File: config.mk
export PLATFORM = sky130hd
export DESIGN_NAME = sabg_top
export DESIGN_NICKNAME = d
export VERILOG_FILES = /design/src/rtl/sabg_pkg.sv /design/src/rtl/sabg_div.sv /design/src/rtl/sabg_chain.sv /design/src/rtl/sabg_word.sv /design/src/rtl/sabg_top.sv
export SDC_FILE = /design/constraint.sdc
export NUM_CORES = 1
export LEC_CHECK = 0
export BUFFER_PORTS_ARGS = -buffer_cell sky130_fd_sc_hd__buf_4
export CORE_ASPECT_RATIO = 1.5
export CORE_UTILIZATION = 45
export CTS_CLUSTER_DIAMETER = 50
export CTS_CLUSTER_SIZE = 20
export DETAILED_ROUTE_END_ITERATION = 8
export PLACE_DENSITY = 0.74
export SKIP_LAST_GASP = 1
export SLEW_MARGIN = 5
export SYNTH_ARGS = -nofsm -noshare
export SYNTH_HDL_FRONTEND = slang
export SYNTH_SLANG_ARGS = --single-unit
export TNS_END_PERCENT = 50
File: constraint.sdc
create_clock -name clk -period 3.3 [get_ports clk]
set_input_delay 0.495 -clock clk [delete_from_list [all_inputs] [get_ports clk]]
set_output_delay 0.495 -clock clk [all_outputs]
set_load 0.1 [all_outputs]
File: src/rtl/sabg_pkg.sv
package sabg_pkg;

  localparam int MOD_W      = 8;
  localparam int HF_W       = 4;
  localparam int WL_W       = 5;
  localparam int PRE_RATIO  = 8;
  localparam int FIX_RATIO  = 2;

  typedef struct packed {
    logic            valid;
    logic [WL_W-1:0] len_m1;
  } wlen_dec_t;

  // Word-size code to (length - 1); codes outside 0..5 are flagged invalid.
  function automatic wlen_dec_t wlen_decode(input logic [WL_W-1:0] code);
    wlen_dec_t d;
    d.valid = 1'b1;
    unique case (code)
      5'd0:    d.len_m1 = 5'd7;
      5'd1:    d.len_m1 = 5'd11;
      5'd2:    d.len_m1 = 5'd15;
      5'd3:    d.len_m1 = 5'd19;
      5'd4:    d.len_m1 = 5'd23;
      5'd5:    d.len_m1 = 5'd31;
      default: begin
        d.valid  = 1'b0;
        d.len_m1 = 5'd7;
      end
    endcase
    return d;
  endfunction

endpackage

File: src/rtl/sabg_div.sv
module sabg_div #(
  parameter int W = 8
) (
  input  logic         clk,
  input  logic         rst,
  input  logic         en_i,
  input  logic [W-1:0] ratio_m1_i,
  output logic         tick_o
);
  logic [W-1:0] cnt_q;
  logic         at_term;

  assign at_term = (cnt_q == '0);
  assign tick_o  = en_i && at_term;

  // Ratio is sampled only at terminal count, so a period is never cut short.
  always_ff @(posedge clk) begin
    if (rst)
      cnt_q <= '0;
    else if (en_i)
      cnt_q <= at_term ? ratio_m1_i : (cnt_q - W'(1));
  end
endmodule

File: src/rtl/sabg_chain.sv
module sabg_chain
  import sabg_pkg::*;
#(
  parameter int MW   = MOD_W,
  parameter int FW   = HF_W,
  parameter int PRE  = PRE_RATIO,
  parameter int FIX  = FIX_RATIO,
  parameter int SYNC = 2
) (
  input  logic          clk,
  input  logic          rst,
  input  logic          xtal_tick_i,
  input  logic          src_ext_i,
  input  logic          pre8_i,
  input  logic [MW-1:0] mod_i,
  input  logic [FW-1:0] hf_i,
  input  logic          bclk_int_i,
  input  logic          bclk_ext_i,
  output logic          hfclk_o,
  output logic          bclk_o,
  output logic          bit_tick_o
);
  localparam int PRE_W = (PRE > 1) ? $clog2(PRE) : 1;
  localparam int FIX_W = (FIX > 1) ? $clog2(FIX) : 1;

  logic src_en, fix_tick, pre_tick, mod_tick, int_edge, ext_edge, edge_tick;
  logic [PRE_W-1:0] pre_ratio;
  logic hf_q, bclk_q;
  logic [SYNC:0] ext_sync_q;

  assign src_en    = src_ext_i ? xtal_tick_i : 1'b1;
  assign pre_ratio = pre8_i ? PRE_W'(PRE - 1) : '0;

  sabg_div #(.W(FIX_W)) u_fix (
    .clk(clk), .rst(rst), .en_i(src_en),
    .ratio_m1_i(FIX_W'(FIX - 1)), .tick_o(fix_tick));

  sabg_div #(.W(PRE_W)) u_pre (
    .clk(clk), .rst(rst), .en_i(fix_tick),
    .ratio_m1_i(pre_ratio), .tick_o(pre_tick));

  sabg_div #(.W(MW)) u_mod (
    .clk(clk), .rst(rst), .en_i(pre_tick),
    .ratio_m1_i(mod_i), .tick_o(mod_tick));

  sabg_div #(.W(FW)) u_hf (
    .clk(clk), .rst(rst), .en_i(mod_tick),
    .ratio_m1_i(hf_i), .tick_o(int_edge));

  // External pin: synchronizer chain, then detect either edge.
  always_ff @(posedge clk) begin
    if (rst)
      ext_sync_q <= '0;
    else
      ext_sync_q <= {ext_sync_q[SYNC-1:0], bclk_ext_i};
  end
  assign ext_edge  = ext_sync_q[SYNC] ^ ext_sync_q[SYNC-1];
  assign edge_tick = bclk_int_i ? int_edge : ext_edge;

  always_ff @(posedge clk) begin
    if (rst) begin
      hf_q   <= 1'b0;
      bclk_q <= 1'b0;
    end else begin
      if (mod_tick)  hf_q   <= ~hf_q;
      if (edge_tick) bclk_q <= ~bclk_q;
    end
  end

  assign hfclk_o    = hf_q;
  assign bclk_o     = bclk_q;
  assign bit_tick_o = edge_tick && !bclk_q;
endmodule

File: src/rtl/sabg_word.sv
module sabg_word
  import sabg_pkg::*;
(
  input  logic            clk,
  input  logic            rst,
  input  logic            bit_tick_i,
  input  logic [WL_W-1:0] code_i,
  output logic            wclk_o
);
  wlen_dec_t       dec;
  logic [WL_W-1:0] held_q, load_m1;
  logic            word_tick, wclk_q;

  assign dec     = wlen_decode(code_i);
  assign load_m1 = dec.valid ? dec.len_m1 : held_q;

  sabg_div #(.W(WL_W)) u_len (
    .clk(clk), .rst(rst), .en_i(bit_tick_i),
    .ratio_m1_i(load_m1), .tick_o(word_tick));

  always_ff @(posedge clk) begin
    if (rst) begin
      held_q <= WL_W'(7);
      wclk_q <= 1'b0;
    end else if (word_tick) begin
      held_q <= load_m1;
      wclk_q <= ~wclk_q;
    end
  end

  assign wclk_o = wclk_q;
endmodule

File: src/rtl/sabg_top.sv
module sabg_top
  import sabg_pkg::*;
(
  input  logic             clk,
  input  logic             rst,
  input  logic             xtal_tick_i,
  input  logic             sync_mode_i,
  input  logic             tx_src_ext_i,
  input  logic             tx_pre8_i,
  input  logic [MOD_W-1:0] tx_mod_i,
  input  logic [HF_W-1:0]  tx_hfdiv_i,
  input  logic [WL_W-1:0]  tx_wlen_i,
  input  logic             tx_bclk_int_i,
  input  logic             tx_bclk_ext_i,
  input  logic             rx_src_ext_i,
  input  logic             rx_pre8_i,
  input  logic [MOD_W-1:0] rx_mod_i,
  input  logic [HF_W-1:0]  rx_hfdiv_i,
  input  logic [WL_W-1:0]  rx_wlen_i,
  input  logic             rx_bclk_int_i,
  input  logic             rx_bclk_ext_i,
  output logic             tx_hfclk_o,
  output logic             tx_bclk_o,
  output logic             tx_wclk_o,
  output logic             rx_hfclk_o,
  output logic             rx_bclk_o,
  output logic             rx_wclk_o
);
  logic tx_bit_tick, rx_bit_tick, rx_own_bclk, rx_word_bit;

  sabg_chain u_tx_chain (
    .clk(clk), .rst(rst), .xtal_tick_i(xtal_tick_i),
    .src_ext_i(tx_src_ext_i), .pre8_i(tx_pre8_i), .mod_i(tx_mod_i),
    .hf_i(tx_hfdiv_i), .bclk_int_i(tx_bclk_int_i), .bclk_ext_i(tx_bclk_ext_i),
    .hfclk_o(tx_hfclk_o), .bclk_o(tx_bclk_o), .bit_tick_o(tx_bit_tick));

  sabg_chain u_rx_chain (
    .clk(clk), .rst(rst), .xtal_tick_i(xtal_tick_i),
    .src_ext_i(rx_src_ext_i), .pre8_i(rx_pre8_i), .mod_i(rx_mod_i),
    .hf_i(rx_hfdiv_i), .bclk_int_i(rx_bclk_int_i), .bclk_ext_i(rx_bclk_ext_i),
    .hfclk_o(rx_hfclk_o), .bclk_o(rx_own_bclk), .bit_tick_o(rx_bit_tick));

  // Synchronous mode: receive timing follows the transmit bit clock.
  assign rx_word_bit = sync_mode_i ? tx_bit_tick : rx_bit_tick;
  assign rx_bclk_o   = sync_mode_i ? tx_bclk_o   : rx_own_bclk;

  sabg_word u_tx_word (
    .clk(clk), .rst(rst), .bit_tick_i(tx_bit_tick),
    .code_i(tx_wlen_i), .wclk_o(tx_wclk_o));

  sabg_word u_rx_word (
    .clk(clk), .rst(rst), .bit_tick_i(rx_word_bit),
    .code_i(rx_wlen_i), .wclk_o(rx_wclk_o));
endmodule

* After elaboration in Yosys (flattened, before gate mapping)
Index checks and enable logic that the tools add are counted.
** Storage, ports and cells
- Bits in registers :: 64
- Latch bits :: 0
- Memory bits (writable) :: 0
- ROM bits :: 0
- Input port bits :: 46
- Output and inout bits :: 6
- Word-level logic and storage cells :: 100
- Memories :: 0
** Cells by class
- Add/sub/neg operators :: 10
- Multipliers :: 0
- Divide/modulo/power cells :: 0
- $lt $le $gt $ge :: 0
- Equal/unequal tests :: 10
- Shift operators :: 0
- Mux-type cells :: 24
- Bitwise operators :: 10
- Reductions and logical operators :: 26
** Operators by type and width (number)
- $pmux 5 s5 :: 2
- $eq 5x2->1 const B :: 4
- $eq 5x3->1 const B :: 4
- $logic_not 5->1 :: 4
- $mux 5 :: 4
- $logic_not 8->1 :: 2
- $mux 8 :: 2
- $sub 8x1->8 const B :: 2
- $logic_and 1x1->1 :: 12
- $mux 3 :: 4
- $reduce_or 6->1 :: 2
- $eq 5x1->1 const B :: 2
- $mux 1 :: 10
- $sub 5x1->5 const B :: 2
- $logic_not 4->1 :: 2
- $mux 4 :: 2
- $not 1->1 :: 8
- $sub 4x1->4 const B :: 2
- $logic_not 3->1 :: 2
- $sub 3x1->3 const B :: 2
- $logic_not 1->1 :: 2
- $sub 1x1->1 const B :: 2
- $xor 1x1->1 :: 2

* Longest topological paths before layout
Gate-level depths: netlist (run 1).
- Depth after elaboration :: 9
- Mapped depth :: 9

* Hierarchy
From an unflattened synthesis (run 1), not the netlist that was laid out.
** Unflattened totals
- Cell total of the unflattened synthesis :: 394
- Area, all modules :: 3563.4 µm²
** Modules (own cells, without submodules)
- sabg_div (u_rx_chain.u_mod ...) :: times used 2, cells each 59, area each 521.8 µm²
- sabg_word :: times used 2, cells each 32, area each 295.3 µm²
- sabg_div (u_rx_word.u_len ...) :: times used 2, cells each 32, area each 277.8 µm²
- sabg_div (u_rx_chain.u_hf ...) :: times used 2, cells each 28, area each 240.2 µm²
- sabg_chain :: times used 2, cells each 21, area each 198.9 µm²
- sabg_div (u_rx_chain.u_pre ...) :: times used 2, cells each 19, area each 188.9 µm²
- sabg_div (u_rx_chain.u_fix ...) :: times used 2, cells each 5, area each 47.5 µm²
- sabg_top :: times used 1, cells each 2, area each 22.5 µm²

* Least setup slack after synthesis (run 1)
OpenSTA, ideal clock, no wires.
- Path kind :: register to register
- From :: register u_rx_chain.u_mod.cnt_q[0]
- To :: register u_rx_word.held_q[4]
- Arrival :: 2286 ps
- Data required time :: 3179 ps
- Slack :: 893 ps
- Stages on the path, launching flop included :: 9
- Path buffers :: 1
- Clock period less this slack :: 2407 ps
- Path through :: dfxtp_1 inv_1 ha_1 or3b_1 or2_0 buf_6 o32a_4 a21oi_4 mux2_4
** On the way
- Longest elaborated chain between the ends :: 7
** RTL lines
- start: declaration :: RTL line sabg_div.sv:10 : logic [W-1:0] cnt_q;
- start signal: assignment :: RTL line sabg_div.sv:21 : cnt_q <= at_term ? ratio_m1_i : (cnt_q - W'(1));
- $logic_not 8->1 :: RTL line sabg_div.sv:13 : assign at_term = (cnt_q == '0);
- $logic_and 1x1->1 (2 in series) :: RTL line sabg_div.sv:14 : assign tick_o = en_i && at_term;
- $mux 1 :: RTL line sabg_chain.sv:58 : assign edge_tick = bclk_int_i ? int_edge : ext_edge;
- $logic_and 1x1->1 :: RTL line sabg_chain.sv:72 : assign bit_tick_o = edge_tick && !bclk_q;
- $mux 1 :: RTL line sabg_top.sv:44 : assign rx_word_bit = sync_mode_i ? tx_bit_tick : rx_bit_tick;
- $logic_and 1x1->1 :: RTL line sabg_div.sv:14
- end signal: assignment :: RTL line sabg_word.sv:26 : held_q <= load_m1;
- end: declaration :: RTL line sabg_word.sv:11 : logic [WL_W-1:0] held_q, load_m1;
Every way passes these cells.
A chain may end at the register's enable or synchronous reset.

* Final worst setup path (run 1)
- From :: register u_rx_chain.u_mod.cnt_q[0]
- To :: register u_rx_word.wclk_q (netlist: u_rx_word.wclk_o)
** On the way
- Longest elaborated chain between the ends :: 7
** RTL lines
- $logic_not 8->1 :: RTL line sabg_div.sv:13
- $logic_and 1x1->1 (2 in series) :: RTL line sabg_div.sv:14
- $mux 1 :: RTL line sabg_chain.sv:58
- $logic_and 1x1->1 :: RTL line sabg_chain.sv:72
- $mux 1 :: RTL line sabg_top.sv:44
- $logic_and 1x1->1 :: RTL line sabg_div.sv:14
- end signal: assignment :: RTL line sabg_word.sv:27 : wclk_q <= ~wclk_q;
- end: declaration :: RTL line sabg_word.sv:12 : logic word_tick, wclk_q;
Every way passes these cells.

==> results of run 1 <==
[through the flow]
step	utilization, %	setup slack [ps]	std cells
global placement	53.7	712	561
CTS	56.0	628	576
floorplan	-	893	418
global route	56.0	478	576
detailed placement	53.7	636	561
finish	56.0	619	576
[critical path: cells and delay by family (launching register included)]
| family | cells | cell delay (ps) |
|---|---|---|
| multiplexers | 1 | 320 |
| buffers and inverters | 1 | 90 |
| flip-flops | 1 | 340 |
| AO/OA/AOI/OAI | 2 | 750 |
| AND/OR/NAND/NOR | 2 | 860 |
| adder cells (fa/ha/maj) | 1 | 190 |
[flip-flops by register name, indices dropped and copies added (netlist names)]
name                    flops
u_rx_word.wclk_o            1
u_rx_chain.ext_sync_q       3
u_rx_chain.u_pre.cnt_q      3
u_tx_word.wclk_o            1
u_rx_chain.hfclk_o          1
u_tx_chain.hfclk_o          1
u_tx_word.u_len.cnt_q       5
u_tx_chain.u_hf.cnt_q       4
u_tx_chain.u_pre.cnt_q      3
u_rx_chain.u_hf.cnt_q       4
u_tx_word.held_q            5
u_tx_chain.u_mod.cnt_q      8
u_rx_chain.u_mod.cnt_q      8
u_rx_word.u_len.cnt_q       5
u_rx_chain.bclk_o           1
u_rx_chain.u_fix.cnt_q      1
u_rx_word.held_q            5
u_tx_chain.bclk_o           1
u_tx_chain.u_fix.cnt_q      1
u_tx_chain.ext_sync_q       3
[final cells by class]
| type | count | area (µm²) |
|---|---|---|
| clock buffers | 12 | 155 |
| clock inverters | 3 | 17.5 |
| fillers | 721 | 3220 |
| inverters | 24 | 90.1 |
| multi-input cells | 316 | 2000 |
| flip-flops and latches | 64 | 1280 |
| well taps | 100 | 125 |
| repair buffers | 57 | 428 |
[Yosys cell counts (5+ instances only)]
master,count
nand2_1,36
nor2b_1,15
a211oi_1,10
o21ai_0,14
mux2_2,6
nand3_1,16
nor3_1,13
nand2b_1,9
nor2_1,49
inv_1,24
dfxtp_1,64
ha_1,12
mux2i_1,7
a21oi_1,37
a311oi_1,7
clkbuf_1,10
nand4_1,5
[layer usage]
| layer | wire length, µm | GRT usage (%) |
|---|---|---|
| met1 | 3320 | 23.1 |
| met2 | 3910 | 37.2 |
| met3 | 248 | 4.90 |
| met4 | 169 | 9.75 |
| met5 | 0 | 0 |
[power breakdown]
group	switching, µW	leakage (µW)	internal (µW)
Combinational	1020	0.000971	693
Clock	305	0.0000882	307
Sequential	156	0.000523	940
Total	1480	0.00158	1940
[cell families (layout without fill, tap and decap cells)]
group | after synthesis | count (layout)
flip-flops | 64 | 64
multiplexers | 15 | 15
AO/OA/AOI/OAI | 114 | 114
XOR/XNOR | 5 | 5
adder cells (fa/ha/maj) | 12 | 12
buffers and inverters | 38 | 96
AND/OR/NAND/NOR | 170 | 170
[worst paths after layout]
path | from | endpoint | slack [ps] | depth (start not counted)
setup / recovery | u_rx_chain.u_mod.cnt_q[0] | u_rx_word.wclk_o | 620 | 7
hold / removal | rx_bclk_ext_i | u_rx_chain.ext_sync_q[0] | 360 | 2
setup reg to reg | u_rx_chain.u_mod.cnt_q[0] | u_rx_word.wclk_o | 620 | 7
hold reg to reg | u_rx_chain.ext_sync_q[0] | u_rx_chain.ext_sync_q[1] | 440 | 1
==> summary.log, run 1 <==
INFO  sta            finalHoldWorstSlack=355ps
INFO  sta            setup_total_negative_slack=0ps
INFO  sta            worst_slew_margin_rel=38.8%
INFO  routing        drt-initial-drc-count=173
INFO  final_layout   post-route-cell-area=4100µm²
INFO  synth          netlist-cell-type-count=58
INFO  synth          area_share_of_the_largest_cell_type_after_synthesis=37.3%
INFO  floorplanning  die-area=8000µm²
INFO  synth          synth.ff_latch_count=64
INFO  clocking       cts_htree_levels=3
INFO  run            number_of_max_cap_violations=0
INFO  routing        dr.pass1.iters=5
INFO  synth          post_synth_fa_ha_maj_area_fraction=4.37%
INFO  clocking       cts_root_buf=clkbuf_8
INFO  final_layout   syn2layout_area_growth=19.3%
INFO  routing        drt_drc_violations_left=0
INFO  worst_setup_path timing.setup.critical_path_class=flop to flop
INFO  synth          share_of_the_synthesized_area_in_compound_gates_ao_oa_aoi_oai=23.3%
INFO  clocking       cts_resized=0
INFO  synth          synth_nets=476
INFO  final_layout   mostFrequentLayoutCells=dfxtp_1 (64), buf_4 (57), nor2_1 (49)
INFO  sta            rsz0062_at_grt=no
INFO  worst_setup_path worst_ep_required_time=3540ps
INFO  routing        drt-total-wl=7.65mm
INFO  sta            timing.final.setup_violations=0
INFO  synth          postSynth.topFlopCell=dfxtp_1
INFO  worst_setup_path worst-path-max-fanout=10
INFO  clocking       clkTransAtPathRegs=70ps
INFO  place          dp_hpwl=5.53mm
INFO  synth          multiplexer_fraction_of_the_synthesized_cell_area=4.88%
INFO  place          postPlaceCellArea=3930µm²
INFO  global_route   grt_antenna_before_repair=0
INFO  routing        avgRoutedWirePerCell=13.3µm
INFO  synth          synth_simple_gate_area_share=24.5%
INFO  floorplanning  rows=38
INFO  clocking       numClockSinks=64
INFO  status         status=complete, no violations
INFO  floorplanning  starting_density=46.9%
INFO  sta            fmax=0.373GHz
INFO  clocking       cts_tree=yes
INFO  clocking       cts_hold_repair.buffers=0
INFO  min_path       hold_path.class=input pin to flop
INFO  synth          synth-seq-area-share=37.3%
INFO  final_layout   antenna_cells=0
INFO  global_route   grt_max_degree=60
INFO  routing        vias=3187
INFO  sta            period_needed=2680ps
INFO  global_route   grt_pass1_wl=12.9mm
INFO  synth          yosys_warnings=0
INFO  sta            maxSlewViolCount=0
INFO  worst_setup_path cpMaxStageDelayCell=o32a_4
INFO  worst_setup_path setup.worst_path.start_class=flop
INFO  final_layout   layout.cells.most_common=dfxtp_1
INFO  worst_setup_path worstPathArrival=2920ps
INFO  worst_setup_path critical_path.max_stage_delay=480ps
INFO  clocking       clockBufferDepth=2
INFO  floorplanning  top_level_ports=52
INFO  floorplanning  die_h=109µm
INFO  synth          post_synth.cell_area_avg=8.22µm²
INFO  floorplanning  floorplan.die.width=73.4µm
INFO  clocking       cts_setup_buffers=0
INFO  worst_setup_path cp-end-kind=flop
INFO  synth          ys_top_cells_by_area=dfxtp_1 (37%), a21oi_1 (5.4%), nor2_1 (5.4%)
INFO  synth          synthesis.instances=418
INFO  sta            final_worst_path_cycle_share=81.3%
INFO  place          placement.io_buffers=51
INFO  sta            hold_viol=0
INFO  sta            fin_skew=5.58ps
INFO  worst_setup_path path_cells=inv_1 -> ha_1 -> or3b_1 -> or2_0 -> o32a_4 -> a21oi_4 -> mux2_4
INFO  synth          synth_top_family_by_area=simple AND/OR/NAND/NOR gates
INFO  global_route   gr_util_all_layers=20.9%
INFO  routing        via_per_inst=5.53
INFO  power          power_per_cell_area=834nW/µm²
INFO  global_route   grt_pass1_vias=3052
INFO  global_route   globalRouteOverflowTotal=0
INFO  final_layout   final_layout_size_suffix_gt1_share=18.9%
INFO  clocking       clkLatencyLatePin=350ps
INFO  place          gp_congestion=0.866
INFO  floorplanning  fp.coreArea=7320µm²
INFO  synth          synth-xor-area-share=1.27%
INFO  power          ir_drop=0.000451V
INFO  synth          synthArstFlopShare=0%
INFO  sta            max_slew.worst_pin.slew=913ps
INFO  routing        drt.antenna.violating_nets=0
INFO  final_layout   net_count_of_the_finished_layout=530
INFO  power          post-layout-total-power=3420µW
INFO  synth          netlist.top_cell.by_area=dfxtp_1
INFO  synth          mappedNetlistArea=3440µm²
INFO  power          p_leak=0.00158µW
INFO  synth          number_of_enable_flip_flop_cells_after_synthesis=0
INFO  clocking       tritoncts.num_buffers=9
Note: power is estimated with default switching activity, not from simulation.
==> run 2: changes to the inputs <==
--- a/config.mk
+++ b/config.mk
@@ -11,7 +11,7 @@
 export CTS_CLUSTER_DIAMETER = 50
 export CTS_CLUSTER_SIZE = 20
 export DETAILED_ROUTE_END_ITERATION = 8
-export PLACE_DENSITY = 0.74
+export PLACE_DENSITY = 0.77
 export SKIP_LAST_GASP = 1
 export SLEW_MARGIN = 5
 export SYNTH_ARGS = -nofsm -noshare
==> constraint.sdc (replaced) <==
create_clock -name clk -period 2.3 [get_ports clk]
set_input_delay 0.345 -clock clk [delete_from_list [all_inputs] [get_ports clk]]
set_output_delay 0.345 -clock clk [all_outputs]
set_load 0.1 [all_outputs]
==> summary.log, run 2 (same netlist as run 1, synthesis figures left out) <==
INFO  status         status=complete, no violations
INFO  worst_setup_path cp-end-kind=flop
INFO  sta            worst_slew_margin_rel=48.1% [+9.3 points]
INFO  clocking       clkLatencyLatePin=350ps [about the same]
INFO  final_layout   fin_util=58.7% [+2.7 points]
INFO  clocking       tritoncts.num_buffers=9 [unchanged]
INFO  worst_setup_path critical_path.reg2reg.endpoint=u_rx_word.held_q[4]
INFO  sta            final_worst_path_cycle_share=97.4% [+16 points]
INFO  routing        dr.pass1.iters=5 [unchanged]
INFO  final_layout   final_layout_size_suffix_gt1_share=23.8% [+4.9 points]
INFO  sta            rsz0062_at_grt=yes
INFO  floorplanning  starting_density=46.9% [unchanged]
INFO  global_route   gr_util_all_layers=22.5% [+1.6 points]
INFO  clocking       clkTransAtPathRegs=70ps [about the same]
INFO  final_layout   net_count_of_the_finished_layout=549 [+3.6%]
INFO  worst_setup_path regToRegStartpoint=u_rx_chain.u_mod.cnt_q[0]
INFO  sta            fin_skew=7.37ps [+1.80 ps]
INFO  worst_setup_path cpMaxStageDelayCell=or3b_4
INFO  place          dp_hpwl=5.95mm [+7.7%]
INFO  sta            maxSlewViolCount=0 [unchanged]
INFO  clocking       numClockSinks=64 [unchanged]
INFO  worst_setup_path path_cells=inv_2 -> ha_2 -> or3b_4 -> or2_4 -> o32a_4 -> a21oi_4 -> mux2_4
INFO  worst_setup_path worstPathArrival=2480ps [-440 ps]
INFO  sta            period_needed=2240ps [-441 ps]
INFO  routing        wl_met1=3.50mm [+5.5%]
INFO  worst_setup_path r2r_slack=60ps [-560 ps]
INFO  clocking       cts_hold_repair.buffers=0 [unchanged]
INFO  routing        drt_drc_violations_left=0 [unchanged]
INFO  sta            setup_ws=60.2ps [-559 ps]
INFO  final_layout   syn2layout_area_growth=25.1%
INFO  worst_setup_path reg2reg_depth=7 [unchanged]
INFO  global_route   grt_pass1_vias=3248 [+6.4%]
INFO  floorplanning  floorplan.die.width=73.4µm [unchanged]
INFO  worst_setup_path worst-path-max-fanout=5 [-5]
INFO  floorplanning  rows=38 [unchanged]
INFO  clocking       cts_root_buf=clkbuf_8
INFO  routing        via_per_inst=5.61 [+1.3%]
INFO  global_route   globalRouteOverflowTotal=0 [unchanged]
INFO  worst_setup_path setup.worst_path.start_class=flop
INFO  power          ir_drop=0.000572V [+27%]
INFO  min_path       hold_path.class=input pin to flop
INFO  place          placement.io_buffers=51 [unchanged]
INFO  routing        met3RoutedLength=278µm [+12%]
INFO  place          gp_congestion=0.875 [+1.0%]
INFO  routing        drt.antenna.violating_nets=0 [unchanged]
INFO  routing        topRoutingLayerUsed=met4
INFO  global_route   grt_max_degree=32 [-47%]
INFO  run            number_of_max_cap_violations=0 [unchanged]
INFO  clocking       clockBufferDepth=2 [unchanged]
INFO  routing        amount_of_wire_on_met2_after_detailed_routing=4.31mm [+10%]
INFO  worst_setup_path critical_path.max_stage_delay=380ps [-100 ps]
INFO  sta            timing.final.setup_violations=0 [unchanged]
INFO  routing        drt-total-wl=8.26mm [+8.0%]
INFO  final_layout   mostFrequentLayoutCells=buf_4 (75), dfxtp_1 (62), nor2_1 (49)
INFO  global_route   grt_pass1_wl=13.9mm [+7.9%]
INFO  power          power_per_cell_area=1240nW/µm² [+49%]
INFO  floorplanning  top_level_ports=52 [unchanged]
INFO  clocking       cts_tree=yes
INFO  min_path       hold-path-cell-count=2 [unchanged]
INFO  floorplanning  die-area=8000µm² [unchanged]
INFO  sta            fmax=0.446GHz [+20%]
INFO  final_layout   antenna_cells=0 [unchanged]
INFO  min_path       timing.hold.worst.start=rx_bclk_ext_i
INFO  floorplanning  fp.coreArea=7320µm² [unchanged]
INFO  final_layout   layout.cells.most_common=buf_4
INFO  floorplanning  die_h=109µm [unchanged]
INFO  clocking       cts_htree_levels=3 [unchanged]
INFO  worst_setup_path worst_ep_required_time=2540ps [-1000 ps]
INFO  sta            max_slew.worst_pin.slew=779ps [-135 ps]
INFO  min_path       worstHoldEndpoint=u_rx_chain.ext_sync_q[0]
INFO  power          p_leak=0.00170µW [+7.3%]
INFO  routing        avgRoutedWirePerCell=13.9µm [+4.3%]
INFO  sta            hold_viol=0 [unchanged]
INFO  final_layout   biggestRegsByFlops=u_rx_chain.u_mod.cnt_q x8, u_tx_chain.u_mod.cnt_q x8
INFO  global_route   grt_antenna_before_repair=0 [unchanged]
INFO  sta            finalHoldWorstSlack=209ps [-146 ps]
INFO  routing        drt-initial-drc-count=194 [+12%]
INFO  worst_setup_path timing.setup.critical_path_class=flop to flop
INFO  routing        vias=3342 [+4.9%]
INFO  place          dp_worst_setup_slack=17.7ps [-618 ps]
-- run 2: cell count changes in the layout (fill, tap and decap cells not counted), moves of 2 or more --
cell | before | now
buf_4 | 57 | 75
dfxtp_1 | 64 | 62
dfxtp_2 | 0 | 2
nor3b_1 | 4 | 2
nor3b_2 | 0 | 2
-- run 2: worst max-delay path, delay by kind of cell, from the launching register on --
family / cells / cell delay [ps]
mux: 1 / 320
fa+ha+maj: 1 / 180
buf+inv: 1 / 60
flops: 1 / 350
compound gates: 2 / 590
simple gates: 2 / 640
-- run 2: repair_timing --
action / CTS / global route
resized for setup: 2 / 4
buffers inserted: 1 / 1
setup endpoints to repair: 1 / 20
pin swaps: 1 / 1
-- run 2: metal layers --
metal | vias to the layer above | track usage, %
met1 | 1586 | 24.8
li1 | 1669 | -
met3 | 13 | 3.97
met4 | 0 | 11.7
met5 | - | 0
met2 | 74 | 40.5
-- run 2: report_power, final --
group | internal, µW | switching [µW] | total, µW
sequential | 1350 | 224 | 1580
combinational | 1200 | 1580 | 2780
clock | 557 | 435 | 993
total | 3110 | 2240 | 5350
-- run 2: worst max-delay path by stage --
| stage | from | endpoint | slack, ps | cells past startpoint |
|---|---|---|---|---|
| 2_1_floorplan | u_rx_chain.u_mod.cnt_q[1] | u_rx_word.held_q[4] | 0.1 | 8 |
| 3_3_place_gp | u_rx_chain.u_hf.cnt_q[0] | u_rx_word.wclk_o | 60 | 7 |
| 3_5_place_dp | u_rx_chain.u_hf.cnt_q[0] | u_rx_word.held_q[3] | 20 | 8 |
| 4_1_cts | u_tx_chain.u_mod.cnt_q[0] | u_tx_word.u_len.cnt_q[3] | 0.3 | 8 |
| 5_1_grt | u_tx_chain.u_mod.cnt_q[0] | u_tx_chain.u_mod.cnt_q[7] | -20 | 8 |
| 6_report | u_rx_chain.u_mod.cnt_q[0] | u_rx_word.held_q[4] | 60 | 7 |
-- run 2: cell type report --
class | instances | area, µm²
inverter | 24 | 90.1
multi-input combinational | 316 | 2030
clock inverter | 3 | 40.0
tap | 100 | 125
sequential | 64 | 1280
clock buffer | 13 | 159
timing repair buffer | 76 | 574
fill | 719 | 3020
-- run 2: per-stage QoR --
step                      area, µm²  total power [µW]  TNS, ps  instances
after CTS                      4280              5300        0        595
after detailed placement       4060              4260        0        578
after global routing           4300              5730    -26.0        596
after floorplan                3440              3510        0        418
after global placement         4060              4190        0        578
final                          4300              5350        0        596
==> run 3: changes to the inputs <==
--- a/config.mk
+++ b/config.mk
@@ -5,6 +5,7 @@
 export SDC_FILE = /design/constraint.sdc
 export NUM_CORES = 1
 export LEC_CHECK = 0
+export ABC_AREA = 1
 export BUFFER_PORTS_ARGS = -buffer_cell sky130_fd_sc_hd__buf_4
 export CORE_ASPECT_RATIO = 1.5
 export CORE_UTILIZATION = 45
@@ -12,9 +13,10 @@
 export CTS_CLUSTER_SIZE = 20
 export DETAILED_ROUTE_END_ITERATION = 8
 export PLACE_DENSITY = 0.77
+export RECOVER_POWER = 25
 export SKIP_LAST_GASP = 1
 export SLEW_MARGIN = 5
 export SYNTH_ARGS = -nofsm -noshare
 export SYNTH_HDL_FRONTEND = slang
 export SYNTH_SLANG_ARGS = --single-unit
-export TNS_END_PERCENT = 50
+export TNS_END_PERCENT = 5
==> summary.log, run 3 <==
INFO  min_path       hold_path.class=input pin to flop
INFO  synth          mappedNetlistArea=3460µm² [+0.73%]
INFO  clocking       cts_root_buf=clkbuf_8
INFO  worst_setup_path setup.worst_path.start_class=flop
INFO  floorplanning  starting_density=47.3% [+0.34 points]
INFO  routing        vias=3245 [-2.9%]
INFO  clocking       tritoncts.num_buffers=9 [unchanged]
INFO  clocking       cts_hold_repair.buffers=0 [unchanged]
INFO  synth          synthArstFlopShare=0% [unchanged]
INFO  worst_setup_path critical_path.reg2reg.endpoint=u_tx_word.held_q[3]
INFO  global_route   grt_pass1_vias=3052 [-6.0%]
INFO  sta            setup_total_negative_slack=0ps [unchanged]
INFO  synth          post_synth.cell_area_avg=7.07µm² [-14%]
INFO  synth          synth.top_cells.by_count=nand2_1 (96), inv_1 (67), dfxtp_1 (64)
INFO  floorplanning  floorplan.die.width=73.6µm [+0.35%]
INFO  final_layout   mostFrequentLayoutCells=nand2_1 (96), inv_1 (67), dfxtp_1 (64)
INFO  power          share_seq_of_total_power=33.9% [+4.4 points]
INFO  power          power_per_cell_area=1070nW/µm² [-14%]
INFO  sta            hold_viol=0 [unchanged]
INFO  worst_setup_path cpMaxStageDelayCell=clkbuf_1
INFO  final_layout   final_layout_size_suffix_gt1_share=17.4% [-6.4 points]
INFO  synth          yosys_warnings=0 [unchanged]
INFO  power          share_clk_of_total_power=18.2% [-0.4 points]
INFO  worst_setup_path worst_ep_required_time=1960ps [-580 ps]
INFO  floorplanning  fp.coreArea=7320µm² [unchanged]
INFO  synth          synth.ff_latch_count=64 [unchanged]
INFO  clocking       cts_resized=0 [-2]
INFO  worst_setup_path cp-endpoint=tx_wclk_o
INFO  power          power.share.combinational=48.0% [-4.0 points]
INFO  synth          synth-seq-area-share=37.0% [-0.27 points]
INFO  clocking       cts_htree_levels=3 [unchanged]
INFO  final_layout   n_fill_cell=716 [-0.42%]
INFO  routing        dr.pass1.iters=4 [-1]
INFO  worst_setup_path path_cells=clkbuf_1
INFO  power          total_switching_power=1950µW [-13%]
INFO  routing        drt-initial-drc-count=166 [-14%]
INFO  synth          ys_top_cells_by_area=dfxtp_1 (37%), nand2_1 (10%), inv_1 (7.3%)
INFO  floorplanning  top_level_ports=52 [unchanged]
INFO  final_layout   syn2layout_area_growth=18.2%
INFO  global_route   globalRouteOverflowTotal=0 [unchanged]
INFO  synth          netlist.top_cell.by_area=dfxtp_1
INFO  global_route   grt_max_degree=48 [+50%]
INFO  final_layout   antenna_cells=0 [unchanged]
INFO  synth          netlist-cell-type-count=37 [-36%]
INFO  clocking       clkTransAtPathRegs=60ps [about the same]
INFO  sta            final_worst_path_cycle_share=83.0% [-14 points]
INFO  final_layout   layout.cells.most_common=nand2_1
INFO  final_layout   net_count_of_the_finished_layout=605 [+10%]
INFO  synth          synth.most_common_cell=nand2_1
INFO  sta            timing.final.setup_violations=0 [unchanged]
INFO  clocking       clkLatencyLatePin=350ps [about the same]
INFO  sta            maxSlewViolCount=0 [unchanged]
INFO  synth          synthesis.instances=490 [+17%]
INFO  clocking       numClockSinks=64 [unchanged]
INFO  final_layout   biggestRegsByFlops=u_rx_chain.u_mod.cnt_q x8, u_tx_chain.u_mod.cnt_q x8
INFO  synth          synth_nets=548 [+15%]
INFO  worst_setup_path cp-end-kind=output port
INFO  worst_setup_path worstSetupStartpoint=u_tx_word.wclk_o
INFO  status         status=complete, no violations
INFO  place          placement.io_buffers=51 [unchanged]
INFO  worst_setup_path cp.depth=1 [-6]
INFO  sta            fin_skew=8.39ps [+1.02 ps]
INFO  routing        drt.antenna.violating_nets=0 [unchanged]
INFO  sta            max_slew.worst_pin.slew=1180ps [+398 ps]
INFO  floorplanning  rows=38 [unchanged]
INFO  routing        avgRoutedWirePerCell=11.1µm [-20%]
INFO  final_layout   area.sequential=1280µm² [-0.19%]
INFO  worst_setup_path cp.buffers_inverters=1 [unchanged]
INFO  power          internal_power=2420µW [-22%]
INFO  synth          number_of_enable_flip_flop_cells_after_synthesis=0 [unchanged]
INFO  sta            fmax=0.524GHz [+17%]
INFO  place          gp_congestion=0.910 [+4.1%]
INFO  global_route   gr_util_all_layers=19.7% [-2.8 points]
INFO  routing        via_per_inst=4.98 [-11%]
INFO  sta            rsz0062_at_grt=no
INFO  final_layout   multi_input_area=1870µm² [-7.8%]
INFO  synth          area_share_of_the_largest_cell_type_after_synthesis=37.0% [-0.27 points]
INFO  worst_setup_path critical_path.top_delay_family=buffers and inverters
INFO  worst_setup_path regToRegStartpoint=u_tx_chain.u_mod.cnt_q[0]
INFO  worst_setup_path worstPathArrival=1560ps [-920 ps]
INFO  floorplanning  die-area=8060µm² [+0.71%]
INFO  floorplanning  die_h=109µm [+0.36%]
INFO  worst_setup_path timing.setup.critical_path_class=flop to output port
INFO  global_route   grt_antenna_before_repair=0 [unchanged]
INFO  clocking       cts_tree=yes
INFO  routing        drt-total-wl=7.24mm [-12%]
INFO  place          dp_hpwl=5.37mm [-9.8%]
INFO  power          ir_drop=0.000591V [+3.3%]
INFO  worst_setup_path critical_path.max_stage_delay=880ps [+500 ps]
INFO  sta            period_needed=1910ps [-331 ps]
INFO  global_route   grt_pass1_wl=12.4mm [-11%]
INFO  worst_setup_path r2r_slack=480ps [+420 ps]
INFO  run            number_of_max_cap_violations=0 [unchanged]
INFO  worst_setup_path worst-path-max-fanout=3 [-2]
INFO  synth          postSynth.topFlopCell=dfxtp_1
INFO  power          p_leak=0.00188µW [+11%]
INFO  sta            worst_slew_margin_rel=21.9% [-26 points]
INFO  worst_setup_path reg2reg_depth=12 [+5]
INFO  final_layout   fin_util=55.9% [-2.8 points]
INFO  power          switching_share=44.6% [+2.7 points]
INFO  routing        drt_drc_violations_left=0 [unchanged]
INFO  clocking       cts_setup_buffers=0 [-1]
INFO  clocking       clockBufferDepth=2 [unchanged]
==> run 3: area by class of cell <==
type	count	area share, %
clock buffer	14	3.49
tap	100	3.06
sequential	64	31.3
clock inverter	1	0.122
timing repair buffer	53	9.23
multi-input combinational	342	45.7
inverter	77	7.12
==> run 3: cell families after synthesis <==
family | share of synthesized area [%]
AO/OA/AOI/OAI | 18.8
XOR/XNOR | 2.02
adder cells (fa/ha/maj) | 4.34
buffers and inverters | 9.22
flip-flops | 37.0
AND/OR/NAND/NOR | 28.7
==> run 3: power by group through the flow <==
stage	logic, µW	clock network (µW)	registers (µW)
4_1_cts	2110	809	1480
5_1_grt	2390	838	1510
6_report	2100	794	1480
2_1_floorplan	1550	0	1620
3_5_place_dp	2100	0	1500
3_3_place_gp	2050	0	1490
==> run 3: metrics by stage <==
stage               cell area (µm²)  std cells  setup slack [ps]  total power (µW)  hold WS (ps)
floorplan                      3470        490               232              3160           388
global placement               3970        636               589              3540           398
detailed placement             3970        636               531              3600           396
CTS                            4110        651               504              4400           190
global route                   4090        651               278              4740           221
finish                         4090        651               391              4370           202
==> run 3: routing by layer <==
layer / up-vias / global-route usage (%) / routed length, µm
li1: 1721 / - / -
met3: 15 / 4.31 / 279
met2: 66 / 34.7 / 3610
met5: - / 0 / 0
met4: 0 / 9.89 / 184
met1: 1443 / 22.1 / 3160
==> run 3: how the worst min path moves through the flow <==
| stage | startpoint | end | slack (ps) | cells past startpoint |
|---|---|---|---|---|
| floorplan | u_rx_chain.ext_sync_q[0] | u_rx_chain.ext_sync_q[1] | 390 | 2 |
| global placement | u_rx_chain.ext_sync_q[0] | u_rx_chain.ext_sync_q[1] | 400 | 2 |
| detailed placement | u_rx_chain.ext_sync_q[0] | u_rx_chain.ext_sync_q[1] | 400 | 2 |
| CTS | rx_bclk_ext_i | u_rx_chain.ext_sync_q[0] | 190 | 3 |
| global route | rx_bclk_ext_i | u_rx_chain.ext_sync_q[0] | 220 | 3 |
| finish | rx_bclk_ext_i | u_rx_chain.ext_sync_q[0] | 200 | 3 |
